<file path="src/rtl/thermostat_alert.sv">
module thermostat_alert #(
  parameter int TW = 12,
  parameter int CW = 3
) (
  input  logic          clk,
  input  logic          rst_n,
  input  logic          res_valid,
  input  logic [TW-1:0] res_temp,
  input  logic [TW-1:0] lim_hi,
  input  logic [TW-1:0] lim_lo,
  input  logic          intr_mode,
  input  logic          pol,
  input  logic [1:0]    fq,
  input  logic          reg_read,
  input  logic          resp_won,
  input  logic          sd_enter,
  input  logic          soft_reset,
  output logic          alert_pin,
  output logic          alert_cause
);

  logic          active, phase, mode_q;
  logic [1:0]    fq_q;
  logic [CW-1:0] cnt, need, base, incr;
  logic          ge_hi, lt_lo, awaited, clr_evt, cfg_chg, count_en, hit;

  always_comb begin
    case (fq)
      2'd0:    need = CW'(1);
      2'd1:    need = CW'(2);
      2'd2:    need = CW'(4);
      default: need = CW'(6);
    endcase
  end

  assign ge_hi    = $signed(res_temp) >= $signed(lim_hi);
  assign lt_lo    = $signed(res_temp) <  $signed(lim_lo);
  assign awaited  = (intr_mode ? phase : active) ? lt_lo : ge_hi;
  assign clr_evt  = intr_mode && active && (reg_read || resp_won || sd_enter);
  assign cfg_chg  = (intr_mode != mode_q) || (fq != fq_q);
  assign base     = cfg_chg ? '0 : cnt;
  assign incr     = base + CW'(1);
  assign count_en = res_valid && !(intr_mode && active);
  assign hit      = count_en && awaited && (incr == need);

  always_ff @(posedge clk or negedge rst_n) begin
    if (!rst_n) begin
      active      <= 1'b0;
      phase       <= 1'b0;
      alert_cause <= 1'b0;
      cnt         <= '0;
      mode_q      <= 1'b0;
      fq_q        <= 2'd0;
    end else begin
      mode_q <= intr_mode;
      fq_q   <= fq;
      if (soft_reset) begin
        active      <= 1'b0;
        phase       <= 1'b0;
        alert_cause <= 1'b0;
        cnt         <= '0;
      end else if (clr_evt) begin
        active <= 1'b0;
        cnt    <= base;
      end else if (hit) begin
        cnt <= '0;
        if (intr_mode) begin
          active      <= 1'b1;
          alert_cause <= ~phase;
          phase       <= ~phase;
        end else begin
          active <= ~active;
          if (!active) alert_cause <= 1'b1;
        end
      end else if (count_en) begin
        cnt <= awaited ? incr : '0;
      end else begin
        cnt <= base;
      end
    end
  end

  assign alert_pin = pol ? active : ~active;

  a_r1_count_bound: assert property (@(posedge clk) disable iff (!rst_n)
    cnt <= CW'(5));

  a_r2_rise_on_strobe: assert property (@(posedge clk) disable iff (!rst_n)
    $rose(active) |-> $past(res_valid));

  a_r3_comp_hold: assert property (@(posedge clk) disable iff (!rst_n)
    !intr_mode && !res_valid && !soft_reset |=> $stable(active));

  a_r4_intr_clear: assert property (@(posedge clk) disable iff (!rst_n)
    intr_mode && active && (reg_read || resp_won || sd_enter) |=> !active);

  a_r8_comp_cause: assert property (@(posedge clk) disable iff (!rst_n)
    $rose(active) && $past(!intr_mode) |-> alert_cause);

  a_r11_soft_reset: assert property (@(posedge clk) disable iff (!rst_n)
    soft_reset |=> !active && cnt == '0 && !alert_cause);

endmodule

</file>
<file path="config.mk">
export PLATFORM = sky130hd
export DESIGN_NAME = thermostat_alert
export DESIGN_NICKNAME = d
export VERILOG_FILES = /design/src/rtl/thermostat_alert.sv
export SDC_FILE = /design/constraint.sdc
export NUM_CORES = 1
export LEC_CHECK = 0
export BUFFER_PORTS_ARGS = -buffer_cell sky130_fd_sc_hd__buf_2
export CORE_MARGIN = 1.5
export CORE_UTILIZATION = 49
export DETAILED_ROUTE_END_ITERATION = 16
export PLACE_DENSITY = 0.81
export SLEW_MARGIN = 30
export SYNTH_ARGS = -nofsm -noshare
export SYNTH_HDL_FRONTEND = slang
export SYNTH_SLANG_ARGS = --single-unit
</file>
<file path="constraint.sdc">
create_clock -name clk -period 3.3 [get_ports clk]
set_clock_uncertainty 0.15 [all_clocks]
set_input_delay 0.66 -clock clk [delete_from_list [all_inputs] [get_ports clk]]
set_output_delay 0.66 -clock clk [all_outputs]
set_load 0.005 [all_outputs]
</file>
# Yosys cells after proc, flatten, opt, wreduce, memory -nomap -nowiden

Cells that the tools add are included.

Bits in writable memories: 0
Input bits: 47
Output and inout bits: 2
Bits in read-only memories: 0
Bits in registers: 9
Memories kept: 0
Bits in latches: 0

Multiply operators: 0
Reduce and logical (&&, ||, !) cells: 15
Magnitude comparators: 2
Add/sub/neg operators: 1
Bitwise operators: 2
Shift operators: 0
Multiplexer cells: 23
Div/mod/pow operators: 0
Equality and inequality tests: 7

Operators by type and width:

| operator                                       | count |
|---|---|
| 2-to-1 mux 3 bit                               | 6 |
| 2-to-1 mux 1 bit                               | 16 |
| >= comparator 12 bit                           | 1 |
| < comparator 12 bit                            | 1 |
| case mux 3 bit (3 select lines)                | 1 |
| AND reduction 3 bit                            | 2 |
| logical AND 1 bit                              | 5 |
| nonzero test 2 bit                             | 2 |
| adder 3 x 1 -> 3 bit (second input constant)   | 1 |
| == test 3 bit                                  | 1 |
| logical OR 1 bit                               | 3 |
| != test 3 bit (second input constant)          | 1 |
| nonzero test 3 bit                             | 1 |
| == test 2 x 1 -> 1 bit (second input constant) | 1 |
| == test 2 bit (second input constant)          | 1 |
| logical NOT 2 bit                              | 1 |
| != test 2 bit                                  | 1 |
| != test 2 bit (second input constant)          | 1 |
| NOT 1 bit                                      | 2 |
| logical NOT 1 bit                              | 1 |
| != test 1 bit                                  | 1 |

# Logic depth before layout (Yosys ltp)

Gate-level depths: netlist of the first run.

Depth in word-level cells: 9
Gate-level depth with buffers: 11

# Least setup slack after synthesis of the first run

No wires, ideal clock.

Path type: input-to-reg
Start: in intr_mode
End: reg cnt[2]
Arrival time: 2,826 ps
Stages on the path: 11
Data required time: 3,068 ps
Setup time: 82 ps
Slack: 242 ps
Cell sequence: buf_6 -> xnor2_2 -> and3_2 -> and2_1 -> ha_1 -> and4bb_2 -> a31oi_1 -> o32ai_1 -> or2_1 -> or4_1 -> a31oi_1

Longest elaborated chain between the ends: 9
Elaborated cells on any way between the ends: 18

Ends and longest elaborated chain:

| item                                                  | RTL line | RTL |
|---|---|---|
| from (decl)                                           | 11       | `input logic intr_mode,` |
| != test 1 bit                                         | 40       | `assign cfg_chg = (intr_mode != mode_q) \|\| (fq != fq_q);` |
| logical OR 1 bit                                      | 40       |  |
| 2-to-1 mux 3 bit                                      | 41       | `assign base = cfg_chg ? '0 : cnt;` |
| adder 3 x 1 -> 3 bit                                  | 42       | `assign incr = base + CW'(1);` |
| == test 3 bit or 2-to-1 mux 3 bit (tied branches)     | 44, 76   |  |
| logical AND 1 bit or 2-to-1 mux 3 bit (tied branches) | 44, 75   |  |
| 2-to-1 mux 3 bit                                      | 65       | `end else if (hit) begin` |
| 2-to-1 mux 3 bit (*)                                  | 62       | `end else if (clr_evt) begin` |
| 2-to-1 mux 3 bit (*)                                  | 57       | `if (soft_reset) begin` |
| to (signal assigned)                                  | 64       | `cnt <= base;` |
| to (signal assigned)                                  | 76       | `cnt <= awaited ? incr : '0;` |
| to (signal assigned)                                  | 78       | `cnt <= base;` |
| to (decl)                                             | 24       | `logic [CW-1:0] cnt, need, base, incr;` |

Every way passes the cells marked *; elsewhere a longest branch is shown, timed or not.
A chain may end at the register's enable or synchronous reset.

# Worst setup path after layout of the first run

Start: in fq[1]
End: reg cnt[2]

Longest elaborated chain between the ends: 9
Elaborated cells on any way between the ends: 15

Ends and longest elaborated chain:

| item                                                  | RTL line | RTL |
|---|---|---|
| from (decl)                                           | 13       | `input logic [1:0] fq,` |
| != test 2 bit                                         | 40       |  |
| logical OR 1 bit                                      | 40       |  |
| 2-to-1 mux 3 bit                                      | 41       |  |
| adder 3 x 1 -> 3 bit                                  | 42       |  |
| == test 3 bit or 2-to-1 mux 3 bit (tied branches)     | 44, 76   |  |
| logical AND 1 bit or 2-to-1 mux 3 bit (tied branches) | 44, 75   |  |
| 2-to-1 mux 3 bit                                      | 65       |  |
| 2-to-1 mux 3 bit (*)                                  | 62       |  |
| 2-to-1 mux 3 bit (*)                                  | 57       |  |

Marked as above.

==> flow_metrics.env, run 1 <==
export IMPL_fin_crit_ns=3.021
export IMPL_syn_cell_area_um2=1220
export IMPL_netlist_instances=151
export IMPL_required_ns=3.35
export IMPL_cts_clk_slew_worst_paths_ns=0.07
export IMPL_worst_slack_ns=0.2794
export IMPL_fp_dieW_um=52.90
export IMPL_cts_root_buf="clkbuf_4"
export IMPL_yosysTopAreaCell="ha_1"
export IMPL_cts_buffer_depth=2
export IMPL_synth_common_cells="inv_1 (26), ha_1 (24), nand2_1 (11), dfrtp_1 (9), nor2_1 (9)"
export IMPL_power_density_nw_per_um2=229.8
export IMPL_core_um2=2276
export IMPL_pre_cts_slack_ns=0.04232
export IMPL_slew_headroom_pct=62.16
export IMPL_antennaDiodeCount=0
export IMPL_syn_nets=222
export IMPL_grt_max_degree=10
export IMPL_synthTopCellsByArea="ha_1 (25%), dfrtp_1 (18%), inv_1 (8.0%), nand2_1 (3.4%), a31oi_1 (3.1%)"
export IMPL_maxCapViolations=0
export IMPL_post_cts_resized=0
export IMPL_start_util_pct=53.60
export IMPL_clock_sinks=9
export IMPL_wire_per_inst_um=11.89
export IMPL_p_leak_uw=0.0008519
export IMPL_synth_top_area_share_pct=24.62
export IMPL_crit_type="input pin to flip-flop"
export IMPL_htreeDepth=1
export IMPL_synth_main_ff_cell="dfrtp_1"
export IMPL_drc=0
export IMPL_max_freq_ghz=0.3311
export IMPL_peakVddDrop_v=0.0001926
export IMPL_worst_ep_arrival_time_ns=3.07
export IMPL_cts_tree="done"
export IMPL_dieHeight_um=52.90
export IMPL_worst_pin_slew_ns=0.5642
export IMPL_synth_cell_types=43
export IMPL_hold_class="input pin to asynchronous set/reset pin"
export IMPL_status="completed"
export IMPL_synth_async_sr_flop_share_pct=100.0
export IMPL_rr_endpoint="cnt[2]"
export IMPL_grt_pass1_wl_um=4547
export IMPL_grt_setup_unrepaired="false"
export IMPL_syn_area_per_cell_um2=8.079
export IMPL_numCtsBuffers=3
export IMPL_synth_edf_count=0
export IMPL_period_share_pct=91.53
export IMPL_first_iter_violations=20
export IMPL_rows=17
export IMPL_slew_violations=0
export IMPL_hold_violations=0
export IMPL_critPathLaunchType="input pin"
export IMPL_avgViaCountPerCell=5.398
export IMPL_die_area_um2=2798
export IMPL_reg2reg_depth=10
export IMPL_postCtsHoldBufs=0
export IMPL_clk_latency_ns=0.28
export IMPL_worstPathMaxFanout=6
export IMPL_ys_seq_area_share_pct=18.46
export IMPL_ant_nets=0
export IMPL_pin_count=49
export IMPL_drive_above_1_share_pct=30.54
export IMPL_holdWs_ns=0.06923
export IMPL_r2r_slack_ns=0.40
export IMPL_drtPass1Iterations=4
export IMPL_postCtsSetupBuffers=0
export IMPL_ys_warn_count=0
export IMPL_vias=1247
export IMPL_syn_to_final_growth_pct=24.41
export IMPL_ys_ff_latch=9
export IMPL_timing_rr_start="fq_q[1]"
export IMPL_setup_viol=0
export IMPL_final_nets=275
export IMPL_antenna_found_initial=0
export IMPL_wl_um=2747
export IMPL_gp_congestion=0.8249
export IMPL_synth_most_common_cell="inv_1"
export IMPL_tns_ns=0
export IMPL_io_buffers=48
export IMPL_hpwl_um=2396
export IMPL_grt_pass1_vias=1266
export IMPL_grt_overflow_total=0
export IMPL_track_usage_pct=21.77
export IMPL_end_kind="flip-flop"
power by group:
part,internal [µW],total [µW],switching [µW]
sequential,115,119,4.00
clock,46.9,90.4,43.5
combinational,67.9,139,71.6
worst max-delay path by stage:
stage	start	to	slack [ns]
after floorplan	intr_mode	cnt[2]	0.24
after global placement	fq[1]	cnt[2]	0.14
after CTS	fq[1]	cnt[2]	0.28
final	fq[1]	cnt[2]	0.28
after detailed placement	fq[1]	cnt[2]	0.04
after global routing	fq[1]	cnt[2]	0.07
kinds of logic (layout without fill, tap and decap cells):
group,count (synthesis),in the layout,share of synthesized area (%)
AOI/OAI and AO/OA,37,37,20.72
muxes,2,2,1.744
adders and majority gates,24,24,24.62
DFF,9,9,18.46
and+or+nand+nor,45,45,19.69
xor gates and xnor gates,6,6,5.540
buffers and inverters,28,80,9.230
routing by layer:
layer / track usage (%) / share of wire [%] / vias up
met5: 0 / 0 / -
met4: 6.838 / 0.58 / 0
met3: 5.085 / 5.3 / 3
met2: 42.71 / 52 / 39
met1: 22.24 / 42 / 557
li1: - / - / 648
state kept, by name (all words and copies together), names as in the netlist:
signal       count
fq_q             2
mode_q           1
active           1
alert_cause      1
cnt              3
phase            1
layout by cell type, fill, tap and decap left out, drive strengths merged, types with 2 or more instances in the layout:
cell,instances
o21ai,5
o211ai,2
a21o,3
a211o,3
nand4,6
inv,26
nor2,9
nor2b,4
o31a,2
xor2,2
a31oi,6
o31ai,2
xnor2,4
ha,24
nand3,3
or2,2
a211oi,4
and3,2
nand2,11
clkbuf,4
dfrtp,9
nor4,2
buf,49
a21oi,7
area by class of cell:
class	instances	area (µm²)
Clock buffer	4	26.28
Fill cell	199	758.2
Inverter	27	101.3
Multi-Input combinational cell	114	882.1
Sequential cell	9	225.2
Tap cell	28	35.03
Timing Repair Buffer	49	247.7
per-stage QoR:
| step | total power [µW] | utilization [%] | cell area (µm²) | std cells |
|---|---|---|---|---|
| finish | 348.8 | 66.69 | 1518 | 231 |
| global route | 373.0 | 66.69 | 1518 | 231 |
| CTS | 347.1 | 66.69 | 1518 | 231 |
| detailed placement | 259.2 | 65.53 | 1491 | 227 |
| global placement | 252.7 | 65.53 | 1491 | 227 |
| floorplan | 204.1 | - | 1220 | 151 |
critical path: stages:
cell and delay (ns):
buf_2 0.14, xnor2_1 0.24, and3_2 0.25, and2_1 0.16, ha_1 0.28, xor2_2 0.19
xor2_1 0.17, o32ai_1 0.11, or2_1 0.27, or4_1 0.47, a31oi_1 0.14
Power figures use the tool's default switching activity.
==> run 2, diff against run 1 <==
--- a/config.mk
+++ b/config.mk
@@ -6,9 +6,11 @@
 export NUM_CORES = 1
 export LEC_CHECK = 0
 export BUFFER_PORTS_ARGS = -buffer_cell sky130_fd_sc_hd__buf_2
+export CORE_ASPECT_RATIO = 1.4
 export CORE_MARGIN = 1.5
 export CORE_UTILIZATION = 49
 export DETAILED_ROUTE_END_ITERATION = 16
+export GPL_TIMING_DRIVEN = 0
 export PLACE_DENSITY = 0.81
 export SLEW_MARGIN = 30
 export SYNTH_ARGS = -nofsm -noshare
==> run 2 against run 1 <==
Power fell by 1.6%. Sequential power barely moved. Critical path depth rose by 1. Global-route usage rose by 0.15 points. Clock-buffer cell count did not move. Via count rose by 0.16%. Non-clock buffer count did not move. Utilization fell by 2.6 points. Worst setup slack got worse by 0.11 ns. Sequential share of layout area barely moved.
==> flow_metrics.env, run 2 (same netlist as run 1, synthesis figures left out) <==
export IMPL_status="completed"
export IMPL_crit_type="input pin to flip-flop"
export IMPL_timing_rr_start="mode_q"
export IMPL_final_common_cell="buf_2"
export IMPL_reg_largest_list="cnt (3), fq_q (2)"
export IMPL_max_freq_ghz=0.3190
export IMPL_p_leak_uw=0.0008532
export IMPL_drc=0
export IMPL_drive_above_1_share_pct=30.54
export IMPL_grt_max_degree=10
export IMPL_grt_pass1_vias=1210
export IMPL_end_kind="flip-flop"
export IMPL_ant_nets=0
export IMPL_postCtsHoldBufs=0
export IMPL_peakVddDrop_v=0.0001156
export IMPL_rows=21
export IMPL_power_density_nw_per_um2=226.4
export IMPL_core_um2=2365
export IMPL_hpwl_um=2532
export IMPL_cts_buffer_depth=2
export IMPL_syn_to_final_growth_pct=24.20
export IMPL_avgViaCountPerCell=5.527
export IMPL_slew_headroom_pct=68.14
export IMPL_clk_latency_ns=0.26
export IMPL_io_buffers=48
export IMPL_p_total_uw=343.1
export IMPL_post_cts_resized=0
export IMPL_first_iter_violations=27
export IMPL_grt_setup_unrepaired="false"
export IMPL_die_area_um2=2802
export IMPL_worstPathMaxFanout=7
export IMPL_cts_root_buf="clkbuf_4"
export IMPL_wl_um=2815
export IMPL_worst_ep_arrival_time_ns=3.16
export IMPL_fp_dieW_um=45.17
export IMPL_critPathLaunchType="input pin"
export IMPL_largest_register_ffs=3
export IMPL_pin_count=49
export IMPL_drtPass1Iterations=4
export IMPL_fin_crit_ns=3.135
export IMPL_hold_class="input pin to asynchronous set/reset pin"
export IMPL_setup_viol=0
export IMPL_mostFrequentLayoutCells="buf_2 (48), inv_1 (26), ha_1 (24), nand2_1 (11)"
export IMPL_wire_per_inst_um=12.46
export IMPL_reg2reg_depth=10
export IMPL_tns_ns=0
export IMPL_hold_violations=0
export IMPL_htreeDepth=1
export IMPL_cts_tree="done"
export IMPL_gp_congestion=0.8087
export IMPL_grt_pass1_wl_um=4623
export IMPL_final_nets=275
export IMPL_vias=1249
export IMPL_antennaDiodeCount=0
export IMPL_cts_clk_slew_worst_paths_ns=0.06
export IMPL_largest_register="cnt"
export IMPL_postCtsSetupBuffers=0
export IMPL_worst_pin_slew_ns=0.4751
export IMPL_numCtsBuffers=3
export IMPL_worstSetupStartpoint="intr_mode"
export IMPL_antenna_found_initial=0
export IMPL_period_share_pct=95.00
export IMPL_dieHeight_um=62.04
export IMPL_clock_sinks=9
export IMPL_grt_overflow_total=0
export IMPL_maxCapViolations=0
export IMPL_slew_violations=0
export IMPL_track_usage_pct=21.93
export IMPL_start_util_pct=51.59
export IMPL_required_ns=3.32
-- run 2: area by class of cell --
class | count | area, µm²
multi-input cells | 114 | 882.1
fillers | 209 | 849.6
repair buffers | 48 | 240.2
flip-flops and latches | 9 | 225.2
inverters | 27 | 101.3
well taps | 23 | 28.78
clock buffers | 4 | 26.28
plain buffers | 1 | 11.26
-- run 2: worst paths after layout --
kind,end,slack [ns]
setup / recovery,cnt[2],0.17
hold / removal,fq_q[1],0.09
setup reg to reg,cnt[2],0.41
hold reg to reg,alert_cause,0.42
max in group asynchronous,cnt[1],2.72
min in group clk,mode_q,0.38
-- run 2: worst max-delay path, cell delays in order --
cell      delay (ns)
buf_2           0.11
buf_6           0.13
xnor2_2         0.14
and3_2          0.24
and2_1          0.18
ha_1            0.28
and4bb_2        0.26
a31oi_1         0.16
o32ai_1         0.11
or2_1           0.27
or4_1           0.47
a31oi_1         0.15
-- run 2: metal layers --
layer / part of all wire, % / global-route usage (%) / routed length [µm] / vias to the layer above
li1: - / - / - / 645
met3: 3.0 / 3.468 / 84 / 0
met2: 60 / 42.86 / 1688 / 33
met4: 0 / 8.824 / 0 / 0
met5: 0 / 0 / 0 / -
met1: 37 / 22.54 / 1041 / 571
-- run 2: metrics by stage --
step	area (µm²)	hold WS, ns	setup WS (ns)	utilization, %	instances
2_1_floorplan	1220	0.2144	0.2422	-	151
3_3_place_gp	1489	0.3668	-0.01928	62.96	222
3_5_place_dp	1489	0.3715	-0.1010	62.96	222
4_1_cts	1515	0.08689	0.1580	64.07	226
5_1_grt	1515	0.08620	0.08503	64.07	226
6_report	1515	0.09067	0.1651	64.07	226
-- run 2: power by group --
group / total, µW / internal, µW / switching (µW)
Clock: 85.0 / 46.6 / 38.4
Sequential: 119 / 115 / 4.18
Combinational: 139 / 68.2 / 70.7
